==> src/rtl/agu_pkg.sv <==
package agu_pkg;

  parameter int unsigned BYTE_W  = 8;
  parameter int unsigned NUM_PTR = 3;
  parameter int unsigned DISP_W  = 6;
  localparam int unsigned AW     = 2 * BYTE_W;
  localparam int unsigned SEL_W  = $clog2(NUM_PTR + 1);
  localparam int unsigned MODE_W = 3;

  typedef enum logic [MODE_W-1:0] {
    MODE_DIRECT  = 3'd0,
    MODE_IND     = 3'd1,
    MODE_DISP    = 3'd2,
    MODE_PREDEC  = 3'd3,
    MODE_POSTINC = 3'd4
  } agu_mode_e;

  localparam logic [SEL_W-1:0] SEL_X = 2'd0;

  typedef struct packed {
    logic          acc;
    logic          ill;
    logic          wb;
    logic [AW-1:0] addr;
    logic [AW-1:0] nptr;
  } agu_result_t;

  function automatic logic [AW-1:0] ptr_step_up(input logic [AW-1:0] p);
    return p + AW'(1);
  endfunction

  function automatic logic [AW-1:0] ptr_step_down(input logic [AW-1:0] p);
    return p - AW'(1);
  endfunction

  function automatic logic [AW-1:0] ptr_offset(input logic [AW-1:0] p,
                                               input logic [DISP_W-1:0] d);
    return p + AW'(d);
  endfunction

endpackage

==> src/rtl/agu_ptr_mux.sv <==
module agu_ptr_mux
  import agu_pkg::*;
(
  input  logic [2*NUM_PTR*BYTE_W-1:0] ptr_bytes_i,
  input  logic [SEL_W-1:0]            sel_i,
  output logic [AW-1:0]               ptr_o,
  output logic                        sel_ok_o
);

  logic [AW-1:0] pairs [NUM_PTR];

  for (genvar g = 0; g < NUM_PTR; g++) begin : g_pair
    assign pairs[g] = {ptr_bytes_i[(2*g+1)*BYTE_W +: BYTE_W],
                       ptr_bytes_i[(2*g)*BYTE_W   +: BYTE_W]};
  end

  always_comb begin
    ptr_o    = '0;
    sel_ok_o = 1'b0;
    for (int i = 0; i < NUM_PTR; i++) begin
      if (sel_i == SEL_W'(i)) begin
        ptr_o    = pairs[i];
        sel_ok_o = 1'b1;
      end
    end
  end

endmodule

==> src/rtl/agu_addr_calc.sv <==
module agu_addr_calc
  import agu_pkg::*;
(
  input  logic [MODE_W-1:0] mode_i,
  input  logic [SEL_W-1:0]  sel_i,
  input  logic              sel_ok_i,
  input  logic [AW-1:0]     ptr_i,
  input  logic [AW-1:0]     direct_i,
  input  logic [DISP_W-1:0] disp_i,
  output agu_result_t       res_o
);

  logic [AW-1:0] ptr_dn;
  logic [AW-1:0] ptr_up;
  logic [AW-1:0] ptr_off;
  logic          disp_base_ok;

  assign ptr_dn       = ptr_step_down(ptr_i);
  assign ptr_up       = ptr_step_up(ptr_i);
  assign ptr_off      = ptr_offset(ptr_i, disp_i);
  assign disp_base_ok = sel_ok_i && (sel_i != SEL_X);

  always_comb begin
    res_o = '0;
    unique case (mode_i)
      MODE_DIRECT: begin
        res_o.acc  = 1'b1;
        res_o.addr = direct_i;
      end
      MODE_IND: begin
        res_o.acc  = sel_ok_i;
        res_o.ill  = !sel_ok_i;
        res_o.addr = sel_ok_i ? ptr_i : '0;
      end
      MODE_DISP: begin
        res_o.acc  = disp_base_ok;
        res_o.ill  = !disp_base_ok;
        res_o.addr = disp_base_ok ? ptr_off : '0;
      end
      MODE_PREDEC: begin
        res_o.acc  = sel_ok_i;
        res_o.wb   = sel_ok_i;
        res_o.ill  = !sel_ok_i;
        res_o.addr = sel_ok_i ? ptr_dn : '0;
        res_o.nptr = sel_ok_i ? ptr_dn : '0;
      end
      MODE_POSTINC: begin
        res_o.acc  = sel_ok_i;
        res_o.wb   = sel_ok_i;
        res_o.ill  = !sel_ok_i;
        res_o.addr = sel_ok_i ? ptr_i : '0;
        res_o.nptr = sel_ok_i ? ptr_up : '0;
      end
      default: begin
        res_o.ill = 1'b1;
      end
    endcase
  end

endmodule

==> src/rtl/agu_pointer_unit.sv <==
module agu_pointer_unit
  import agu_pkg::*;
(
  input  logic        clk,
  input  logic        rst_n,
  input  logic        req_valid_i,
  input  logic [2:0]  mode_i,
  input  logic [1:0]  ptr_sel_i,
  input  logic [15:0] direct_addr_i,
  input  logic [5:0]  disp_i,
  input  logic [47:0] ptr_bytes_i,
  output logic        acc_en_o,
  output logic [15:0] eff_addr_o,
  output logic        wb_en_o,
  output logic [1:0]  wb_sel_o,
  output logic [15:0] wb_ptr_o,
  output logic        illegal_o
);

  logic [AW-1:0] ptr_val;
  logic          sel_ok;
  agu_result_t   res;

  logic          wb_fire_w;
  logic          ill_fire_w;
  logic          acc_fire_w;

  agu_ptr_mux u_mux (
    .ptr_bytes_i (ptr_bytes_i),
    .sel_i       (ptr_sel_i),
    .ptr_o       (ptr_val),
    .sel_ok_o    (sel_ok)
  );

  agu_addr_calc u_calc (
    .mode_i   (mode_i),
    .sel_i    (ptr_sel_i),
    .sel_ok_i (sel_ok),
    .ptr_i    (ptr_val),
    .direct_i (direct_addr_i),
    .disp_i   (disp_i),
    .res_o    (res)
  );

  assign acc_fire_w = req_valid_i && res.acc;
  assign wb_fire_w  = req_valid_i && res.wb;
  assign ill_fire_w = req_valid_i && res.ill;

  always_ff @(posedge clk or negedge rst_n) begin
    if (!rst_n) begin
      acc_en_o   <= 1'b0;
      eff_addr_o <= '0;
      wb_en_o    <= 1'b0;
      wb_sel_o   <= '0;
      wb_ptr_o   <= '0;
      illegal_o  <= 1'b0;
    end else begin
      acc_en_o   <= acc_fire_w;
      eff_addr_o <= acc_fire_w ? res.addr : '0;
      wb_en_o    <= wb_fire_w;
      wb_sel_o   <= wb_fire_w ? ptr_sel_i : '0;
      wb_ptr_o   <= wb_fire_w ? res.nptr : '0;
      illegal_o  <= ill_fire_w;
    end
  end

  AST_IDLE_QUIET: assert property (@(posedge clk) disable iff (!rst_n)
    !$past(req_valid_i) |-> (!acc_en_o && !wb_en_o && !illegal_o));

  AST_ILLEGAL_BLOCKS: assert property (@(posedge clk) disable iff (!rst_n)
    illegal_o |-> (!acc_en_o && !wb_en_o && eff_addr_o == '0));

  AST_WB_ONLY_STEP: assert property (@(posedge clk) disable iff (!rst_n)
    wb_en_o |-> ($past(mode_i) == 3'(MODE_PREDEC) || $past(mode_i) == 3'(MODE_POSTINC)));

  AST_PRE_ADDR_MATCH: assert property (@(posedge clk) disable iff (!rst_n)
    (wb_en_o && $past(mode_i) == 3'(MODE_PREDEC)) |-> (eff_addr_o == wb_ptr_o));

  AST_POST_STEP_ONE: assert property (@(posedge clk) disable iff (!rst_n)
    (wb_en_o && $past(mode_i) == 3'(MODE_POSTINC)) |-> (wb_ptr_o == 16'(eff_addr_o + 16'd1)));

  AST_DISP_NOT_X: assert property (@(posedge clk) disable iff (!rst_n)
    (acc_en_o && $past(mode_i) == 3'(MODE_DISP)) |-> ($past(ptr_sel_i) != SEL_X));

endmodule

==> config.mk <==
export PLATFORM = sky130hd
export DESIGN_NAME = agu_pointer_unit
export DESIGN_NICKNAME = d
export VERILOG_FILES = /design/src/rtl/agu_pkg.sv /design/src/rtl/agu_ptr_mux.sv /design/src/rtl/agu_addr_calc.sv /design/src/rtl/agu_pointer_unit.sv
export SDC_FILE = /design/constraint.sdc
export NUM_CORES = 1
export LEC_CHECK = 0
export ABC_AREA = 0
export BUFFER_PORTS_ARGS = -buffer_cell sky130_fd_sc_hd__buf_2
export CORE_ASPECT_RATIO = 1.2
export CORE_MARGIN = 2
export CORE_UTILIZATION = 25
export CTS_CLUSTER_DIAMETER = 200
export DETAILED_ROUTE_END_ITERATION = 8
export SLEW_MARGIN = 0
export SYNTH_ARGS = -nofsm -noshare
export SYNTH_HDL_FRONTEND = slang
export SYNTH_HIERARCHICAL = 1
export SYNTH_SLANG_ARGS = --single-unit
export TNS_END_PERCENT = 20
==> constraint.sdc <==
create_clock -name clk -period 0.8 [get_ports clk]
set_input_delay 0.04 -clock clk [delete_from_list [all_inputs] [get_ports clk]]
set_output_delay 0.04 -clock clk [all_outputs]
set_load 0.05 [all_outputs]
==> summary.md, run 1 <==
| Metric | Value |
|---|---|
| Status | `finished, violations left` |
| Failing checks | `negative setup slack` |
| Worst Max-Slew Pin Slew | `0.590 ns` |
| Clk slew on worst S/H paths | `0.06 ns` |
| Setup WS pre-CTS | `-1.97 ns` |
| DRT Pass-1 Iters | `5` |
| First-pass GRT wire length | `20.6 mm` |
| FFs w/ async S/R, synth | `1.00` |
| GR peak layer | `met2` |
| # port buffers | `114` |
| Final Hold Fails | `0` |
| GR Overflow Total | `0` |
| Max Root-Sink Buffers | `2` |
| CP Capture Type | `register` |
| Pwr Density | `1260 nW/um^2` |
| Tmin final | `2.25 ns` |
| WL per Instance | `17.4 um` |
| Power, Total | `7.52 mW` |
| Largest net degree at the start of global routing | `38` |
| Worst Path Required | `0.97 ns` |
| Number of flops mapped to enable cells by yosys | `0` |
| Number of routed nets with antenna violations | `0` |
| Unrepaired setup endpoints after global routing | `true` |
| Comb power frac | `0.433` |
| Sequential Power Share | `0.261` |
| Io pins | `115` |
| Kind of critical path | `in -> reg` |
| Die area | `14100 um^2` |
| Met3 usage | `0.0175` |
| Commonest non-fill, non-tap cells in the layout | `105 x buf_4, 75 x buf_2, 61 x buf_6, 37 x dfrtp_1, 31 x and3_1` |
| Max FO, Critical Path | `8` |
| Max cap viols | `0` |
| TritonCTS Sinks | `37` |
| Grt met2 use | `0.308` |
| Diodes inserted | `0` |
| Arr. time, crit path | `2.43 ns` |
| Final period util | `2.82` |
| Type of origin of the critical path | `input port` |
| Core Region | `13100 um^2` |
| First-iteration detailed-routing DRC count | `211` |
| Relative slew slack | `0.607` |
| Clock network power share | `0.307` |
| P&R area growth vs syn | `80.8%` |
| Antenna violations before repair | `0` |
| Final HPWL DP | `10.4 mm` |
| Share of cells above drive strength 1 | `0.566` |
| Setup_tns | `-36.88 ns` |
| Number of global-route vias before repair | `3882` |
| Switching part of the total | `0.330` |
| CTS tree | `yes` |
| Vias per cell | `5.15` |
| Vias | `3959` |
| Cell area after synthesis | `3300 um^2` |
| Lkg Pwr | `2.76 nW` |
| Initial core utilization | `0.253` |
| Seq cells post-synth | `37` |
| Synth Flop Type | `dfrtp_1` |
| Slack of the critical path | `-1.45 ns` |
| Root buffer cell | `clkbuf_16` |
| Int Power | `5.03 mW` |
| Max Clock Freq | `444 MHz` |
| Total Wirelength | `13.4 mm` |
| Seq/Total Area, Yosys | `0.280` |
| Number of distinct library cells after synthesis | `65` |
| CTS buffer count | `5` |
| GR Util All Layers | `0.188` |
| Average size of a mapped cell | `8.64 um^2` |
| Row count | `46` |
| Chip height | `130 um` |
| Post-Synthesis Net Count | `469` |
| CTS HTree Levels | `2` |
| Post-synthesis cell count | `382` |
| # DRC | `0` |
| Commonest non-fill, non-tap cell in the layout | `buf_4` |
| YS warnings | `6` |
| Met1 Use GR | `0.253` |
| RePlAce Congestion | `0.885` |
| Hold Crit Class | `in -> reg` |
| Peak supply drop | `0.843 mV` |
| Final setup vio count | `74` |
| Final nets | `687` |
| Die W | `109 um` |
| Fin. max-slew vios | `0` |
| Switching pwr | `2.48 mW` |
## worst paths after layout
| kind | startpoint | endpoint | slack, ns | cells past startpoint |
|---|---|---|---|---|
| worst max-delay path | ptr_sel_i[0] | eff_addr_o[14] | -1.45 | 11 |
| worst min-delay path | direct_addr_i[10] | eff_addr_o[10] | 0.16 | 4 |
| min in group asynchronous | rst_n | illegal_o | 0.25 | 3 |
| max in group asynchronous | rst_n | eff_addr_o[3] | 0.36 | 3 |
## through the flow
step / util / hold WS, ns / instances / instance area, um^2
2_1_floorplan: - / -0.256 / 382 / 3330
3_3_place_gp: 0.360 / 0.0128 / 737 / 4700
3_5_place_dp: 0.360 / 0.0236 / 737 / 4700
4_1_cts: 0.432 / 0.162 / 758 / 5650
5_1_grt: 0.457 / 0.166 / 769 / 5970
6_report: 0.457 / 0.162 / 769 / 5970
## power by group through the flow
stage                     registers, mW  logic (mW)  clock network, mW
final                              1.96        3.25               2.31
after global placement             1.98        2.47                  0
after detailed placement           1.98        2.50                  0
after CTS                          1.96        2.97               2.36
after global routing               1.96        3.48               2.43
after floorplan                    2.18        1.19                  0
## Yosys cell counts, types with 2 or more instances
master     count  area share
dfrtp_1       37        0.28
and3_1        32       0.061
o21ai_0       22       0.033
nor2_1        20       0.023
mux2i_1       17       0.052
nand2_1       17       0.019
o2bb2ai_1     17       0.045
clkbuf_1      16       0.018
a21oi_1       15       0.023
nor3_1        12       0.018
xor2_1        12       0.032
a22oi_1       11       0.025
buf_6          9       0.031
nand3_1        9       0.014
ha_1           8       0.030
inv_1          8      0.0091
xnor2_1        8       0.021
a31oi_1        7       0.013
and2_1         7       0.013
and3_2         7       0.016
a211oi_1       6       0.014
nand4_1        6       0.011
o211ai_1       6       0.014
a221oi_1       5       0.013
a221o_1        4       0.012
buf_2          4      0.0061
buf_4          4      0.0091
nor4_1         4      0.0076
o221ai_1       4       0.011
or3_1          4      0.0076
nand2b_1       3      0.0057
a21o_1         2      0.0045
buf_8          2      0.0091
nand4b_1       2      0.0053
nor2b_1        2      0.0038
o21bai_1       2      0.0045
o31ai_1        2      0.0045
o41ai_1        2      0.0053
## what timing repair did
item / CTS / global route
endpoints found under the hold margin: 37 / 0
resized for setup: 160 / 55
hold buffers: 1 / 0
gates cloned: 1 / 0
setup endpoints to repair: 74 / 74
pin swaps: 28 / 30
setup buffers: 12 / 13
## worst max-delay path: stages
cell and delay, ns:
buf_12 0.12, mux2i_2 0.23, o2bb2ai_2 0.12, inv_1 0.09, ha_2 0.18, or2b_1 0.25
or3_4 0.38, o21ai_2 0.13, or4b_1 0.45, a311o_1 0.28, and3_1 0.16
## cell families (layout without fill, tap and decap cells)
logic type / Yosys count / count (layout) / synth area share
flip-flops: 37 / 37 / 0.280
AND/OR/NAND/NOR: 135 / 135 / 0.234
adder cells (fa/ha/maj): 9 / 9 / 0.0364
XOR/XNOR: 20 / 20 / 0.0531
multiplexers: 17 / 17 / 0.0515
buffers and inverters: 45 / 264 / 0.0849
AO/OA/AOI/OAI: 119 / 119 / 0.260
## state kept, by name, summed over array words and instances (netlist names)
| signal | count |
|---|---|
| eff_addr_o | 16 |
| wb_sel_o | 2 |
| acc_en_o | 1 |
| illegal_o | 1 |
| wb_en_o | 1 |
| wb_ptr_o | 16 |
## area by class of cell
type	count	area, um^2
fill	1288	7100
multi-input combinational	300	2660
timing repair buffer	248	1970
sequential	37	926
tap	168	210
clock buffer	6	139
clock inverter	2	37.5
inverter	8	30.0
## layer usage
| metal | share of wire | wire [um] | up-vias |
|---|---|---|---|
| li1 | - | - | 1895 |
| met2 | 0.48 | 6400 | 170 |
| met4 | 0.034 | 454 | 0 |
| met3 | 0.054 | 730 | 32 |
| met5 | 0 | 0 | - |
| met1 | 0.43 | 5830 | 1862 |
Power figures use the tool's default switching activity.
==> inputs of run 2 (changes only) <==
--- a/config.mk
+++ b/config.mk
@@ -12,6 +12,7 @@
 export CORE_UTILIZATION = 25
 export CTS_CLUSTER_DIAMETER = 200
 export DETAILED_ROUTE_END_ITERATION = 8
+export PLACE_DENSITY_LB_ADDON = 0.15
 export SLEW_MARGIN = 0
 export SYNTH_ARGS = -nofsm -noshare
 export SYNTH_HDL_FRONTEND = slang
==> summary.md, run 2 (synthesized netlist as in run 1, its figures left out) <==
| Metric | Value |
|---|---|
| Fin. max-slew vios | `0 (unchanged)` |
| Commonest non-fill, non-tap cells in the layout | `109 x buf_4, 75 x buf_2, 56 x buf_6, 37 x dfrtp_1, 32 x and3_1` |
| Final HPWL DP | `10.3 mm (-1.3%)` |
| P&R area growth vs syn | `78.1%` |
| Vias | `3873 (-2.2%)` |
| Pwr Density | `1200 nW/um^2 (-4.4%)` |
| Kind of critical path | `in -> reg` |
| Slack of the critical path | `-1.52 ns (-0.0660 ns)` |
| Diodes inserted | `0 (unchanged)` |
| Final Hold Fails | `0 (unchanged)` |
| Peak supply drop | `0.687 mV (-19%)` |
| Relative slew slack | `0.561 (-0.0459)` |
| Failing checks | `negative setup slack` |
| TritonCTS Sinks | `37 (unchanged)` |
| Root buffer cell | `clkbuf_16` |
| Worst Path Required | `0.98 ns (about the same)` |
| Chip height | `130 um (unchanged)` |
| Largest net degree at the start of global routing | `38 (unchanged)` |
| Io pins | `115 (unchanged)` |
| # DRC | `0 (unchanged)` |
| Antenna violations before repair | `0 (unchanged)` |
| CTS tree | `yes` |
| Row count | `46 (unchanged)` |
| Lkg Pwr | `2.78 nW (+0.52%)` |
| Number of global-route vias before repair | `4013 (+3.4%)` |
| Total Wirelength | `13.3 mm (-0.84%)` |
| Final period util | `2.90 (+0.0825)` |
| Clk slew on worst S/H paths | `0.06 ns (about the same)` |
| GR Util All Layers | `0.192 (+0.00388)` |
| Non-Filler Instances | `772 (+0.39%)` |
| Core Util, Final | `0.450 (-0.00680)` |
| First-iteration detailed-routing DRC count | `190 (-10%)` |
| WL per Instance | `17.2 um (-1.2%)` |
| Tmin final | `2.32 ns (+0.0660 ns)` |
| GR peak layer | `met2` |
| CP most frequent cell | `buf_12` |
| Share of cells above drive strength 1 | `0.553 (-0.0127)` |
| Final setup vio count | `74 (unchanged)` |
| Grt met2 use | `0.339 (+0.0311)` |
| Core Region | `13100 um^2 (unchanged)` |
| Buf+Inv Stages, Crit Path | `3 (+1)` |
| Cell Chain, Critical Path | `buf_12, buf_12, buf_6, mux2i_1, o2bb2ai_1, or4_4, or2_4, o21ai_2, or4b_1, a311o_1, and3_1` |
| Vias per cell | `5.02 (-2.6%)` |
| GR Overflow Total | `0 (unchanged)` |
| Final nets | `691 (+0.58%)` |
| Status | `finished, violations left` |
| Max Root-Sink Buffers | `2 (unchanged)` |
| CTS buffer count | `5 (unchanged)` |
| Critical path's slowest cell | `or4_4` |
| Top Family by Delay on Critical Path | `simple AND/OR/NAND/NOR gates` |
| Type of origin of the critical path | `input port` |
| DRT Pass-1 Iters | `4 (-1)` |
| Arr. time, crit path | `2.49 ns (+0.06 ns)` |
| Crit path depth | `11 (unchanged)` |
| CTS HTree Levels | `2 (unchanged)` |
| Met1 Use GR | `0.239 (-0.0139)` |
| Die W | `109 um (unchanged)` |
| Number of routed nets with antenna violations | `0 (unchanged)` |
| # port buffers | `114 (unchanged)` |
| Max FO, Critical Path | `6 (-2)` |
| Worst Max-Slew Pin Slew | `0.659 ns (+0.0689 ns)` |
| Worst Hold Margin | `0.167 ns (+0.00528 ns)` |
| RePlAce Congestion | `0.911 (+2.9%)` |
| Commonest non-fill, non-tap cell in the layout | `buf_4` |
| Crit. Startpoint | `ptr_sel_i[0]` |
| Hold Crit Class | `in -> reg` |
| Power, Total | `7.08 mW (-5.9%)` |
| Initial core utilization | `0.253 (unchanged)` |
| Max Clock Freq | `431 MHz (-2.8%)` |
| Unrepaired setup endpoints after global routing | `true` |
| CP Capture Type | `register` |
| Met3 usage | `0.0155 (-0.00200)` |
| Max cap viols | `0 (unchanged)` |
| First-pass GRT wire length | `21.0 mm (+2.1%)` |
| CP endpoint | `eff_addr_o[14]` |
| CP peak stage delay | `0.55 ns (+0.10 ns)` |
| Cells after DPL | `742 (+0.68%)` |
| Die area | `14100 um^2 (unchanged)` |
| Largest registers | `eff_addr_o: 16 flops, wb_ptr_o: 16 flops, wb_sel_o: 2 flops` |
[run 2: per-stage QoR]
| stage | setup WS (ns) | instance area (um^2) | setup TNS [ns] |
|---|---|---|---|
| 2_1_floorplan | -1.95 | 3330 | -43.93 |
| 3_3_place_gp | -1.88 | 4790 | -53.19 |
| 3_5_place_dp | -1.97 | 4790 | -54.92 |
| 4_1_cts | -1.54 | 5710 | -39.28 |
| 5_1_grt | -1.63 | 5880 | -44.14 |
| 6_report | -1.52 | 5880 | -39.52 |
[run 2: where the power goes]
| group | switching (mW) | internal, mW | leakage, nW | total [mW] |
|---|---|---|---|---|
| clock network | 0.689 | 1.22 | 0.0700 | 1.91 |
| logic | 1.65 | 1.56 | 2.20 | 3.21 |
| registers | 0.0279 | 1.93 | 0.510 | 1.96 |
| total | 2.37 | 4.71 | 2.78 | 7.08 |
[run 2: worst min-delay path by stage]
stage	cells after the start	to	startpoint
2_1_floorplan	0	acc_en_o	rst_n
3_3_place_gp	2	illegal_o	rst_n
3_5_place_dp	2	illegal_o	rst_n
4_1_cts	3	eff_addr_o[3]	direct_addr_i[3]
5_1_grt	3	eff_addr_o[5]	direct_addr_i[5]
6_report	3	eff_addr_o[3]	direct_addr_i[3]
[run 2: final cells by class]
class	instances	area (um^2)
fillers	1302	7190
multi-input cells	300	2520
repair buffers	252	2050
flip-flops and latches	37	926
well taps	168	210
clock buffers	7	143
inverters	8	30.0
[run 2: repair_timing]
action                                  CTS  global route
hold buffers                              1             0
gates cloned                              1             0
endpoints found under the hold margin    37             0
setup buffers                            22             1
pin swaps                                33            15
endpoints found under the setup margin   74            74
gates resized for setup                 163            31
[run 2: per-layer routing]
layer | wire length, um | vias up
li1 | - | 1906
met1 | 5570 | 1840
met2 | 6800 | 106
met3 | 512 | 21
met4 | 418 | 0
met5 | 0 | -
==> inputs of run 3 (changes only) <==
--- a/config.mk
+++ b/config.mk
@@ -9,7 +9,7 @@
 export BUFFER_PORTS_ARGS = -buffer_cell sky130_fd_sc_hd__buf_2
 export CORE_ASPECT_RATIO = 1.2
 export CORE_MARGIN = 2
-export CORE_UTILIZATION = 25
+export CORE_UTILIZATION = 46
 export CTS_CLUSTER_DIAMETER = 200
 export DETAILED_ROUTE_END_ITERATION = 8
 export PLACE_DENSITY_LB_ADDON = 0.15
==> summary.md, run 3 (synthesized netlist as in run 1, its figures left out) <==
| Metric | Value |
|---|---|
| Max FO, Critical Path | `8 (+2)` |
| Slack of the critical path | `-1.51 ns (+0.0123 ns)` |
| CTS tree | `yes` |
| CP Capture Type | `register` |
| Antenna violations before repair | `0 (unchanged)` |
| Vias per cell | `6.11 (+22%)` |
| GR Util All Layers | `0.315 (+0.123)` |
| Power, Total | `6.56 mW (-7.2%)` |
| Core Region | `6900 um^2 (-47%)` |
| Filler cells | `425 (-67%)` |
| Root buffer cell | `clkbuf_8` |
| Die W | `81.3 um (-25%)` |
| WL per Instance | `19.9 um (+16%)` |
| Min-delay src | `direct_addr_i[3]` |
| Vias | `4250 (+9.7%)` |
| Worst hold path depth | `3 (unchanged)` |
| Lkg Pwr | `2.75 nW (-1.0%)` |
| First-pass GRT wire length | `19.6 mm (-6.7%)` |
| Kind of critical path | `in -> reg` |
| # port buffers | `114 (unchanged)` |
| Share of cells above drive strength 1 | `0.565 (+0.0119)` |
| Max Root-Sink Buffers | `2 (unchanged)` |
| Commonest non-fill, non-tap cells in the layout | `116 x buf_4, 76 x buf_2, 54 x buf_6, 37 x dfrtp_1, 30 x and3_1` |
| DRT Pass-1 Iters | `5 (+1)` |
| Hold Crit Class | `in -> reg` |
| Final Hold Fails | `0 (unchanged)` |
| Non-Filler Instances | `696 (-9.8%)` |
| Tmin final | `2.31 ns (-0.0123 ns)` |
| Final setup vio count | `74 (unchanged)` |
| Hold Path Sink | `eff_addr_o[3]` |
| Worst Max-Slew Pin Slew | `0.552 ns (-0.107 ns)` |
| Final HPWL DP | `9.11 mm (-11%)` |
| Number of global-route vias before repair | `3963 (-1.2%)` |
| Row count | `33 (-28%)` |
| Final period util | `2.88 (-0.0153)` |
| Unrepaired setup endpoints after global routing | `true` |
| Clk slew on worst S/H paths | `0.07 ns (about the same)` |
| Cells after DPL | `656 (-12%)` |
| Worst Hold Margin | `0.143 ns (-0.0248 ns)` |
| Arr. time, crit path | `2.49 ns (about the same)` |
| Final nets | `695 (+0.58%)` |
| Worst Path Required | `0.98 ns (about the same)` |
| Chip height | `96.8 um (-25%)` |
| Max Clock Freq | `434 MHz (+0.53%)` |
| Failing checks | `negative setup slack` |
| Peak supply drop | `1.11 mV (+61%)` |
| Setup WS pre-CTS | `-1.95 ns (+0.0244 ns)` |
| Io pins | `115 (unchanged)` |
| Type of origin of the critical path | `input port` |
| Commonest non-fill, non-tap cell in the layout | `buf_4` |
| Setup_tns | `-39.96 ns (-0.432 ns)` |
| Relative slew slack | `0.632 (+0.0715)` |
| First-iteration detailed-routing DRC count | `322 (+69%)` |
| CTS buffer count | `5 (unchanged)` |
| Max cap viols | `0 (unchanged)` |
| # DRC | `0 (unchanged)` |
| Pwr Density | `1130 nW/um^2 (-6.0%)` |
| Initial core utilization | `0.479 (+0.226)` |
| Die area | `7870 um^2 (-44%)` |
| Number of routed nets with antenna violations | `0 (unchanged)` |
| Largest registers | `eff_addr_o: 16 flops, wb_ptr_o: 16 flops, wb_sel_o: 2 flops` |
| Total Wirelength | `13.9 mm (+4.2%)` |
| Status | `finished, violations left` |
| Diodes inserted | `0 (unchanged)` |
| Largest net degree at the start of global routing | `38 (unchanged)` |
| TritonCTS Sinks | `37 (unchanged)` |
| P&R area growth vs syn | `75.8%` |
| CTS HTree Levels | `2 (unchanged)` |
| RePlAce Congestion | `0.955 (+4.8%)` |
| GR Overflow Total | `0 (unchanged)` |
| Fin. max-slew vios | `0 (unchanged)` |
-- run 3: area by class of cell --
class | instances | area [um^2] | share of cell area
Multi-Input combinational cell | 300 | 2630 | 0.453
Tap cell | 87 | 109 | 0.0187
Sequential cell | 37 | 926 | 0.159
Clock buffer | 6 | 72.6 | 0.0125
Timing Repair Buffer | 256 | 2030 | 0.350
Clock inverter | 2 | 10.0 | 0.00172
Inverter | 8 | 30.0 | 0.00517
-- run 3: where the power goes --
part	total [mW]	switching [mW]	internal [mW]	leakage, nW
clock network	1.24	0.635	0.603	0.0450
logic	3.37	1.78	1.59	2.19
registers	1.96	0.0307	1.93	0.510
total	6.56	2.44	4.12	2.75
-- run 3: worst max path at each step --
stage / startpoint / to / slack, ns
floorplan: ptr_sel_i[1] / eff_addr_o[14] / -1.95
global placement: ptr_sel_i[0] / eff_addr_o[14] / -1.87
detailed placement: ptr_sel_i[0] / eff_addr_o[14] / -1.95
CTS: ptr_sel_i[0] / eff_addr_o[14] / -1.44
global route: ptr_sel_i[0] / eff_addr_o[14] / -1.58
finish: ptr_sel_i[0] / eff_addr_o[14] / -1.51
-- run 3: per-stage QoR --
step	area, um^2	util
final	5810	0.842
after global routing	5810	0.842
after CTS	5460	0.792
after floorplan	3330	-
after global placement	4640	0.672
after detailed placement	4640	0.672
-- run 3: timing repair --
item,CTS,global route
gates cloned,0,0
endpoints found under the setup margin,74,74
resized for setup,149,53
hold buffers,1,0
endpoints found under the hold margin,37,0
pin swaps,28,20
buffers inserted,25,8
-- run 3: critical path, stage by stage --
cell and delay, ns:
buf_12 0.12, buf_8 0.12, mux2i_1 0.24, o2bb2ai_2 0.11, or4_4 0.52, or2_4 0.26, o21ai_2 0.16, or4b_4 0.47
a311o_1 0.27, and3_1 0.16
-- run 3: layer usage --
metal,routed length (um),share of wire,global-route usage,up-vias
li1,-,-,-,1912
met4,534,0.039,0.0900,0
met3,967,0.070,0.0336,57
met5,0,0,0,-
met1,5370,0.39,0.409,2002
met2,6980,0.50,0.541,279
